## src/rtl/ckg_pkg.sv

```systemverilog
package ckg_pkg;
    typedef enum logic [1:0] {
        PW_RUN   = 2'd0,
        PW_DRAIN = 2'd1,
        PW_DOWN  = 2'd2
    } pw_state_e;

    localparam int unsigned PH_W = 2;

    // index of the final phase of one bus cycle for a given divide ratio
    function automatic logic [PH_W-1:0] last_phase(input logic div3);
        return div3 ? PH_W'(2) : PH_W'(1);
    endfunction
endpackage

```

## src/rtl/ckg_sync.sv

```systemverilog
module ckg_sync #(
    parameter int   W       = 1,
    parameter logic RST_VAL = 1'b1
) (
    input  logic         clk_i,
    input  logic         rst_ni,
    input  logic [W-1:0] d_i,
    output logic [W-1:0] q_o
);
    logic [W-1:0] meta_q;

    always_ff @(posedge clk_i or negedge rst_ni) begin
        if (!rst_ni) begin
            meta_q <= {W{RST_VAL}};
            q_o    <= {W{RST_VAL}};
        end else begin
            meta_q <= d_i;
            q_o    <= meta_q;
        end
    end
endmodule

```

## src/rtl/ckg_pwr_fsm.sv

```systemverilog
module ckg_pwr_fsm
    import ckg_pkg::*;
(
    input  logic clk_i,
    input  logic rst_ni,
    input  logic awake_i,
    input  logic wrap_i,
    input  logic free_gate_i,
    output logic run_o,
    output logic hold_o
);
    pw_state_e st_q, st_d;

    always_comb begin
        st_d = st_q;
        unique case (st_q)
            PW_RUN:   if (!awake_i) st_d = PW_DRAIN;
            PW_DRAIN: begin
                if (awake_i)                       st_d = PW_RUN;
                else if (wrap_i && !free_gate_i)   st_d = PW_DOWN;
            end
            PW_DOWN:  if (awake_i) st_d = PW_RUN;
            default:  st_d = PW_DOWN;
        endcase
    end

    always_ff @(posedge clk_i or negedge rst_ni) begin
        if (!rst_ni) st_q <= PW_DOWN;
        else         st_q <= st_d;
    end

    always_comb begin
        run_o  = (st_q == PW_RUN);
        hold_o = (st_q == PW_DOWN);
    end


    drain_entry_chk: assert property (@(posedge clk_i) disable iff (!rst_ni)
        (st_q == PW_RUN && !awake_i) |=> (st_q == PW_DRAIN));


    wake_exit_chk: assert property (@(posedge clk_i) disable iff (!rst_ni)
        (st_q == PW_DOWN && awake_i) |=> (st_q == PW_RUN));
endmodule

```

## src/rtl/ckg_phase_div.sv

```systemverilog
module ckg_phase_div
    import ckg_pkg::*;
(
    input  logic clk_i,
    input  logic rst_ni,
    input  logic hold_i,
    input  logic sel_i,
    output logic wrap_o,
    output logic base_o
);
    logic [PH_W-1:0] ph_q;
    logic            div3_q;
    logic            hi_p_q;
    logic            hi_n_q;

    assign wrap_o = (ph_q == last_phase(div3_q));

    always_ff @(posedge clk_i or negedge rst_ni) begin
        if (!rst_ni) begin
            ph_q   <= last_phase(1'b0);
            div3_q <= 1'b0;
            hi_p_q <= 1'b0;
        end else if (hold_i) begin
            div3_q <= sel_i;
            ph_q   <= last_phase(sel_i);
            hi_p_q <= 1'b0;
        end else begin
            ph_q   <= wrap_o ? '0 : ph_q + 1'b1;
            hi_p_q <= wrap_o;
        end
    end

    // half-cycle delayed copy widens the divide-by-3 high time to 1.5 cycles
    always_ff @(negedge clk_i or negedge rst_ni) begin
        if (!rst_ni) hi_n_q <= 1'b0;
        else         hi_n_q <= hi_p_q;
    end

    assign base_o = hi_p_q | (div3_q & hi_n_q);


    phase_range_chk: assert property (@(posedge clk_i) disable iff (!rst_ni)
        ph_q <= last_phase(div3_q));


    phase_align_chk: assert property (@(posedge clk_i) disable iff (!rst_ni)
        $rose(hi_p_q) |-> (ph_q == '0));
endmodule

```

## src/rtl/cpupci_clkgen.sv

```systemverilog
module cpupci_clkgen #(
    parameter int NCPU = 2,
    parameter int NPCI = 5
) (
    input  logic            clk_i,
    input  logic            rst_ni,
    input  logic            spd_sel_i,
    input  logic            cpu_halt_ni,
    input  logic            pci_halt_ni,
    input  logic            sleep_ni,
    output logic [NCPU-1:0] cpu_clk_o,
    output logic            pci_free_o,
    output logic [NPCI-1:0] pci_clk_o
);
    localparam int NCTL = 3;

    logic [NCTL-1:0] ctl_raw, ctl_s;
    logic awake, pci_en_s, cpu_en_s;
    logic run, hold, wrap, base;
    logic pci_samp_q;
    logic cpu_gate_q, free_gate_q, pci_gate_q;

    assign ctl_raw = {sleep_ni, pci_halt_ni, cpu_halt_ni};

    ckg_sync #(.W(NCTL), .RST_VAL(1'b1)) u_sync (
        .clk_i (clk_i),
        .rst_ni(rst_ni),
        .d_i   (ctl_raw),
        .q_o   (ctl_s)
    );

    assign awake    = ctl_s[2];
    assign pci_en_s = ctl_s[1];
    assign cpu_en_s = ctl_s[0];

    ckg_pwr_fsm u_fsm (
        .clk_i      (clk_i),
        .rst_ni     (rst_ni),
        .awake_i    (awake),
        .wrap_i     (wrap),
        .free_gate_i(free_gate_q),
        .run_o      (run),
        .hold_o     (hold)
    );

    ckg_phase_div u_div (
        .clk_i (clk_i),
        .rst_ni(rst_ni),
        .hold_i(hold),
        .sel_i (spd_sel_i),
        .wrap_o(wrap),
        .base_o(base)
    );

    // bus-stop captured on each free rising edge; tracked while parked
    always_ff @(posedge clk_i or negedge rst_ni) begin
        if (!rst_ni)           pci_samp_q <= 1'b1;
        else if (hold || wrap) pci_samp_q <= pci_en_s;
    end

    // enables move only on the falling edge, inside the low part of each clock
    always_ff @(negedge clk_i or negedge rst_ni) begin
        if (!rst_ni) begin
            cpu_gate_q  <= 1'b0;
            free_gate_q <= 1'b0;
            pci_gate_q  <= 1'b0;
        end else begin
            cpu_gate_q <= cpu_en_s & awake;
            if (wrap) begin
                free_gate_q <= run;
                pci_gate_q  <= run & pci_samp_q;
            end
        end
    end

    generate
        for (genvar gc = 0; gc < NCPU; gc++) begin : g_cpu
            assign cpu_clk_o[gc] = clk_i & cpu_gate_q;
        end
        for (genvar gp = 0; gp < NPCI; gp++) begin : g_pci
            assign pci_clk_o[gp] = base & pci_gate_q;
        end
    endgenerate

    assign pci_free_o = base & free_gate_q;


    pci_gate_window_chk: assert property (@(posedge clk_i) disable iff (!rst_ni)
        !$stable(pci_gate_q) |-> wrap);


    free_gate_window_chk: assert property (@(posedge clk_i) disable iff (!rst_ni)
        !$stable(free_gate_q) |-> wrap);


    free_stop_cause_chk: assert property (@(posedge clk_i) disable iff (!rst_ni)
        $fell(free_gate_q) |-> !run);


    down_quiet_chk: assert property (@(posedge clk_i) disable iff (!rst_ni)
        hold |-> !free_gate_q);
endmodule

```

## config.mk

```make
export PLATFORM = sky130hd
export DESIGN_NAME = cpupci_clkgen
export DESIGN_NICKNAME = d
export VERILOG_FILES = /design/src/rtl/ckg_pkg.sv /design/src/rtl/ckg_sync.sv /design/src/rtl/ckg_pwr_fsm.sv /design/src/rtl/ckg_phase_div.sv /design/src/rtl/cpupci_clkgen.sv
export SDC_FILE = /design/constraint.sdc
export NUM_CORES = 1
export LEC_CHECK = 0
export BUFFER_PORTS_ARGS = -buffer_cell sky130_fd_sc_hd__clkbuf_2
export CELL_PAD_IN_SITES_DETAIL_PLACEMENT = 1
export CELL_PAD_IN_SITES_GLOBAL_PLACEMENT = 2
export CORE_UTILIZATION = 36
export CTS_BUF_LIST = sky130_fd_sc_hd__clkbuf_8 sky130_fd_sc_hd__clkbuf_16
export DETAILED_ROUTE_END_ITERATION = 7
export PLACE_DENSITY = 0.76
export SETUP_SLACK_MARGIN = 0.1
export SLEW_MARGIN = 30
export SYNTH_ARGS = -nofsm -noshare
export SYNTH_HDL_FRONTEND = slang
export SYNTH_SLANG_ARGS = --single-unit
```

## constraint.sdc

```tcl
create_clock -name clk_i -period 2.65 [get_ports clk_i]
set_input_delay 0 -clock clk_i [delete_from_list [all_inputs] [get_ports clk_i]]
set_output_delay 0 -clock clk_i [all_outputs]
set_load 0.005 [all_outputs]
```

### Word level (Yosys, flattened, before mapping)

Cells that the tools add are included.

* reductions and logical operators: 5
* add/subtract/negate cells: 1
* equality and inequality tests: 6
* muxes and demuxes: 10
* bitwise logic cells: 7

Operators by type and width (number)
* $mux 2: 8
* $and 1x1->1: 6
* $pmux 2 s3: 1
* $ne 3x2->1 const B: 1
* $reduce_and 3->1: 1
* $add 2x1->2 const B: 1
* $eq 2x1->1 const B: 1
* $eq 2x2->1: 1
* $eq 2x2->1 const B: 1
* $logic_not 2->1: 1
* $ne 2x1->1 const B: 1
* $ne 2x2->1 const B: 1
* $logic_and 1x1->1: 1
* $logic_not 1->1: 1
* $logic_or 1x1->1: 1
* $mux 1: 1
* $or 1x1->1: 1

* bits in registers: 17
* word-level logic and storage cells: 40

### Longest topological paths before layout

Gate-level depths: netlist (run 1).

* depth in word-level cells: 6
* mapped depth: 4
* depth with buffers taken out: 3

### By module

A second synthesis (run 1) with hierarchy kept.

* cell total of the unflattened synthesis: 52
* area, all modules: 688.2 um^2

By module, submodules not included
* ckg_phase_div: cells an instance 18, instances 1, area each 220.2 um^2, sequential area each 126.4 um^2
* cpupci_clkgen: cells an instance 19, instances 1, area each 207.7 um^2, sequential area each 101.3 um^2
* ckg_sync: cells an instance 6, instances 1, area each 157.7 um^2, sequential area each 157.7 um^2
* ckg_pwr_fsm: cells an instance 9, instances 1, area each 102.6 um^2, sequential area each 51.3 um^2

==> flow_summary.json, run 1 <==
{
  "synthDistinctLibCells": 28,
  "violations": "negative setup slack",
  "cts_tree": "done",
  "power_density_mw_per_mm2": 1225,
  "yosysTopAreaCellShare_pct": 32.87,
  "slew_violations": 0,
  "finalWorstSetupSlack_ps": -95.52,
  "arrival_ps": 1650,
  "grt_pass1_vias": 595,
  "max_slew_margin_pct": 72.75,
  "status": "finished, violations left",
  "die_w_um": 46.71,
  "vias_per_cell": 4.903,
  "rsz0062_at_grt": "true",
  "ys_seq_area_share_pct": 60.70,
  "max_stage_delay_ps": 530,
  "setup-violations-final": 2,
  "path_clk_slew_ps": 70,
  "rows": 15,
  "synthCells": 59,
  "clk_latency_ps": 390,
  "synth.top_cells.by_area": "dfstp_2 (33%), dfrtn_1 (14%), dfrtp_1 (14%)",
  "finClkSkew_ps": 28.32,
  "grt_max_degree": 18,
  "worst_slew_pin_slew_ps": 408.8,
  "nets": 95,
  "multiInputGateArea_um2": 250.2,
  "core_mm2": 0.001802,
  "worstPathRequired_ps": 1560,
  "antenna_found_initial": 0,
  "place_hpwl_um": 922.7,
  "register_area_um2": 436.7,
  "vias": 554,
  "postRouteAntennaNets": 0,
  "worstSetupPathType": "reg2reg",
  "fin_total_pwr_w": 0.001289,
  "place_congestion": 0.6853,
  "yosysMostFrequentCell": "dfstp_2",
  "synth_top_cell_by_area": "dfstp_2",
  "drcViolationCount": 0,
  "synth_edf_count": 0,
  "drv_cap": 0,
  "critPathSlowestCell": "dfstp_2",
  "n_fill_cell": 209,
  "setup_tns_ps": -180.8,
  "ys_async_sr_fraction_pct": 100.0,
  "num_antenna_cells": 0,
  "synth_nets": 65,
  "first_pass_iters": 3,
  "hp-class": "in2async",
  "netlist_area_um2": 719.4,
  "gr-total-overflow": 0,
  "critPathMaxFanout": 2,
  "area_delta_synth_final_pct": 46.26,
  "track_usage_pct": 18.51,
  "end_kind": "flip-flop",
  "io_pins": 14,
  "drt_iter0_markers": 6,
  "grt_pass1_wl_um": 2346,
  "ir_drop_v": 0.0005767,
  "ys_ff_latch": 17,
  "drive_gt1_share_pct": 54.55,
  "syn_area_per_cell_um2": 12.19,
  "wl_um": 1519,
  "critPathLaunchType": "flip-flop",
  "synth_common_cells": "dfstp_2 (9), buf_4 (5), dfrtn_1 (4), dfrtp_1 (4)",
  "ys_warn_count": 0,
  "die_h_um": 46.71,
  "leakage_nw": 0.4842,
  "initial_core_util_pct": 39.93,
  "io_buffers": 13,
  "wl_per_cell_um": 13.44,
  "synth-main-ff-cell": "dfstp_2",
  "cp_cell_sequence": "or3b_4 > o21ai_4 > mux2_4",
  "fp.dieArea_mm2": 0.002181,
  "hold_viol": 0
}
-- stage by stage --
stage | hold WS [ps] | instance area, um^2 | setup WS (ps) | utilization [%] | std cells
floorplan | -295.6 | 719.4 | -191.5 | - | 59
global placement | -57.46 | 800.8 | -76.84 | 44.44 | 94
detailed placement | -51.43 | 800.8 | -91.18 | 44.44 | 94
CTS | 109.0 | 1033 | -75.51 | 57.36 | 113
global route | 137.2 | 1052 | -129.1 | 58.40 | 113
finish | 90.87 | 1052 | -95.52 | 58.40 | 113
-- cells in the final DEF, fill, tap and decap left out, drive strengths merged --
| cell | count |
|---|---|
| a211oi | 1 |
| a21o | 1 |
| a21oi | 2 |
| a31oi | 3 |
| a32o | 1 |
| a41oi | 1 |
| and2 | 3 |
| and3b | 2 |
| buf | 7 |
| clkbuf | 23 |
| clkinvlp | 1 |
| dfrtn | 4 |
| dfrtp | 4 |
| dfstp | 9 |
| dlygate4sd3 | 5 |
| inv | 3 |
| mux2 | 2 |
| mux2i | 1 |
| nand2 | 2 |
| nand2b | 2 |
| nand3 | 1 |
| nor2 | 3 |
| nor2b | 2 |
| nor4bb | 1 |
| o211ai | 1 |
| o21ai | 1 |
| or3 | 1 |
| or3b | 1 |
-- layout make-up --
class / count / share of cell area [%]
Sequential cell: 17 / 41.50
Multi-Input combinational cell: 32 / 23.78
Clock buffer: 13 / 15.34
Timing Repair Buffer: 22 / 14.63
Tap cell: 25 / 2.973
Inverter: 3 / 1.070
Clock inverter: 1 / 0.7134
-- flip-flops by register name, summed over array words and instances, names as in the netlist --
register,count
pci_gate_q,1
u_sync.q_o,3
u_div.ph_q,2
cpu_gate_q,1
pci_samp_q,1
free_gate_q,1
u_div.hi_n_q,1
u_fsm.st_q,2
u_div.hi_p_q,1
u_sync.meta_q,3
u_div.div3_q,1
-- what timing repair did --
action                     4_1_cts  5_1_grt
gates cloned                     0        0
hold buffers                     5        0
setup endpoints to repair       10        7
resized for setup                3        5
hold endpoints to repair        19        0
pin swaps                        1        1
setup buffers                    2        0
-- path summary, 6_finish.rpt --
path                       slack, ps  cells after the start                        from                         end
max in group asynchronous       1050                      2                      rst_ni      pci_gate_q$_DFFE_NN0N_
min reg2reg                      360                      0  u_sync.meta_q[1]$_DFF_PN1_     u_sync.q_o[1]$_DFF_PN1_
min                               90                      2                      rst_ni      u_div.hi_p_q$_DFF_PN0_
max reg2reg                     -100                      3     u_div.ph_q[0]$_DFF_PN1_     free_gate_q$_DFFE_NN0N_
min in group clk_i               260                      2                 pci_halt_ni  u_sync.meta_q[1]$_DFF_PN1_
max                             -100                      3     u_div.ph_q[0]$_DFF_PN1_     free_gate_q$_DFFE_NN0N_
-- cells by family (layout without fill, tap and decap cells) --
kind of cell | after synthesis | after routing | synth area share (%)
and+or+nand+nor | 18 | 18 | 15.48
DFF | 17 | 17 | 60.70
AOI/OAI and AO/OA | 11 | 11 | 10.96
buffers and inverters | 10 | 39 | 7.827
muxes | 3 | 3 | 5.043
-- per-layer routing --
metal / global-route usage (%) / part of all wire (%) / vias up
met5: 0 / 0 / -
met4: 28.00 / 2.6 / 0
met3: 10.98 / 3.9 / 6
met2: 22.22 / 55 / 22
met1: 17.66 / 39 / 269
li1: - / - / 257
-- power by group --
part	switching [W]	internal [W]	total [W]
sequential	0.0000509	0.000353	0.000404
clock	0.000151	0.000326	0.000477
combinational	0.000187	0.000220	0.000407
total	0.000389	0.000900	0.00129
-- worst max-delay path, delay by kind of cell (launching register included) --
family | cells | cell delay [ps]
AND/OR/NAND/NOR | 1 | 390
multiplexers | 1 | 300
flip-flops | 1 | 530
AO/OA/AOI/OAI | 1 | 80
Power figures use the tool's default switching activity.
==> inputs of run 2 (changes only) <==
- GPL_TIMING_DRIVEN: default -> 0
==> flow_summary.json, run 2 (synthesis results as in run 1) <==
{
  "gr-total-overflow": 0,
  "ir_drop_v": 0.0006283,
  "finalInstanceArea_mm2": 0.001125,
  "critPathSlowestCell": "dfstp_2",
  "antenna_found_initial": 0,
  "rsz0062_at_grt": "true",
  "setup-violations-final": 2,
  "crit_buf_inv": 0,
  "postRouteAntennaNets": 0,
  "drcViolationCount": 0,
  "fp.dieArea_mm2": 0.002181,
  "io_pins": 14,
  "cp_cell_sequence": "or3b_4 > o21ai_4 > mux2_4",
  "place_hpwl_um": 904.6,
  "largest_registers": "u_sync.meta_q x3, u_sync.q_o x3",
  "finalWorstSetupSlack_ps": -113.7,
  "wl_per_cell_um": 14.46,
  "arrival_ps": 1670,
  "r2r_cells": 3,
  "area_delta_synth_final_pct": 56.35,
  "worstPathRequired_ps": 1560,
  "die_h_um": 46.71,
  "fin_total_pwr_w": 0.001307,
  "cp_top_family": "flip-flops",
  "reg2reg_from": "u_div.ph_q[0]$_DFF_PN1_",
  "track_usage_pct": 21.54,
  "drive_gt1_share_pct": 55.43,
  "max_slew_margin_pct": 72.32,
  "vias_per_cell": 4.812,
  "placed_cell_area_um2": 815.8,
  "r2r_end": "free_gate_q$_DFFE_NN0N_",
  "grt_max_degree": 18,
  "power_density_mw_per_mm2": 1162,
  "max_stage_delay_ps": 530,
  "multiInputGateArea_um2": 250.2,
  "place_congestion": 0.6873,
  "grt_pass1_wl_um": 2780,
  "layout_common_cells": "clkbuf_8 (12), buf_6 (9), dfstp_2 (9)",
  "status": "finished, violations left",
  "n_fill_cell": 195,
  "first_pass_iters": 3,
  "hold_slack_ps": 109.8,
  "r2r_setup_slack_ps": -110,
  "vias": 563,
  "initial_core_util_pct": 39.93,
  "critPathLaunchType": "flip-flop",
  "die_w_um": 46.71,
  "path_clk_slew_ps": 70,
  "register_area_um2": 437.9,
  "grt_pass1_vias": 703,
  "nets": 98,
  "num_antenna_cells": 0,
  "leakage_nw": 0.5129,
  "drv_cap": 0,
  "wl_um": 1692,
  "slew_violations": 0,
  "drt_iter0_markers": 16,
  "io_buffers": 13,
  "mostFrequentLayoutCell": "clkbuf_8",
  "rows": 15,
  "hp-class": "in2async",
  "worst_slew_pin_slew_ps": 415.3,
  "startpoint": "u_div.ph_q[0]$_DFF_PN1_",
  "violations": "negative setup slack",
  "clk_latency_ps": 390,
  "core_mm2": 0.001802,
  "hold_viol": 0,
  "end_kind": "flip-flop",
  "critPathMaxFanout": 2,
  "setup_tns_ps": -155.3,
  "cts_tree": "done",
  "worstSetupPathType": "reg2reg",
  "finClkSkew_ps": 31.39
}
[run 2: per-layer routing]
metal | wire length [um] | up-vias | GRT usage (%)
met5 | 0 | - | 0
met4 | 28 | 0 | 32.57
met3 | 79 | 4 | 12.16
met2 | 852 | 20 | 26.94
met1 | 732 | 273 | 20.00
li1 | - | 266 | -
[run 2: where the power goes]
group	switching [W]	leakage [nW]	internal, W
sequential	0.0000755	0.194	0.000355
combinational	0.000168	0.212	0.000218
clock	0.000149	0.107	0.000341
total	0.000393	0.513	0.000915
[run 2: cell type report]
cell class | count | area share (%)
Inverter | 3 | 1.001
Tap cell | 25 | 2.781
Sequential cell | 17 | 38.93
Timing Repair Buffer | 19 | 13.57
Buffer | 5 | 4.338
Multi-Input combinational cell | 32 | 22.25
Clock buffer | 14 | 16.35
Clock inverter | 2 | 0.7786
[run 2: repair_timing]
item | in CTS | in global routing
pin swaps | 1 | 2
endpoints found under the hold margin | 19 | 0
hold buffers | 5 | 0
endpoints found under the setup margin | 10 | 11
gates resized for setup | 13 | 9
setup buffers | 4 | 0
[run 2: metrics by stage]
step | worst slack [ps] | std cells | utilization, %
after CTS | -105.7 | 118 | 61.53
final | -113.7 | 117 | 62.43
after detailed placement | -272.9 | 97 | 45.28
after global routing | -143.0 | 117 | 62.43
after global placement | -268.4 | 97 | 45.28
after floorplan | -191.5 | 59 | -
[run 2: worst max path at each step]
| stage | end | slack, ps | depth (start not counted) |
|---|---|---|---|
| after detailed placement | free_gate_q$_DFFE_NN0N_ | -270 | 3 |
| after CTS | free_gate_q$_DFFE_NN0N_ | -110 | 3 |
| after global placement | free_gate_q$_DFFE_NN0N_ | -270 | 3 |
| after floorplan | free_gate_q$_DFFE_NN0N_ | -190 | 3 |
| after global routing | free_gate_q$_DFFE_NN0N_ | -140 | 3 |
| final | free_gate_q$_DFFE_NN0N_ | -110 | 3 |
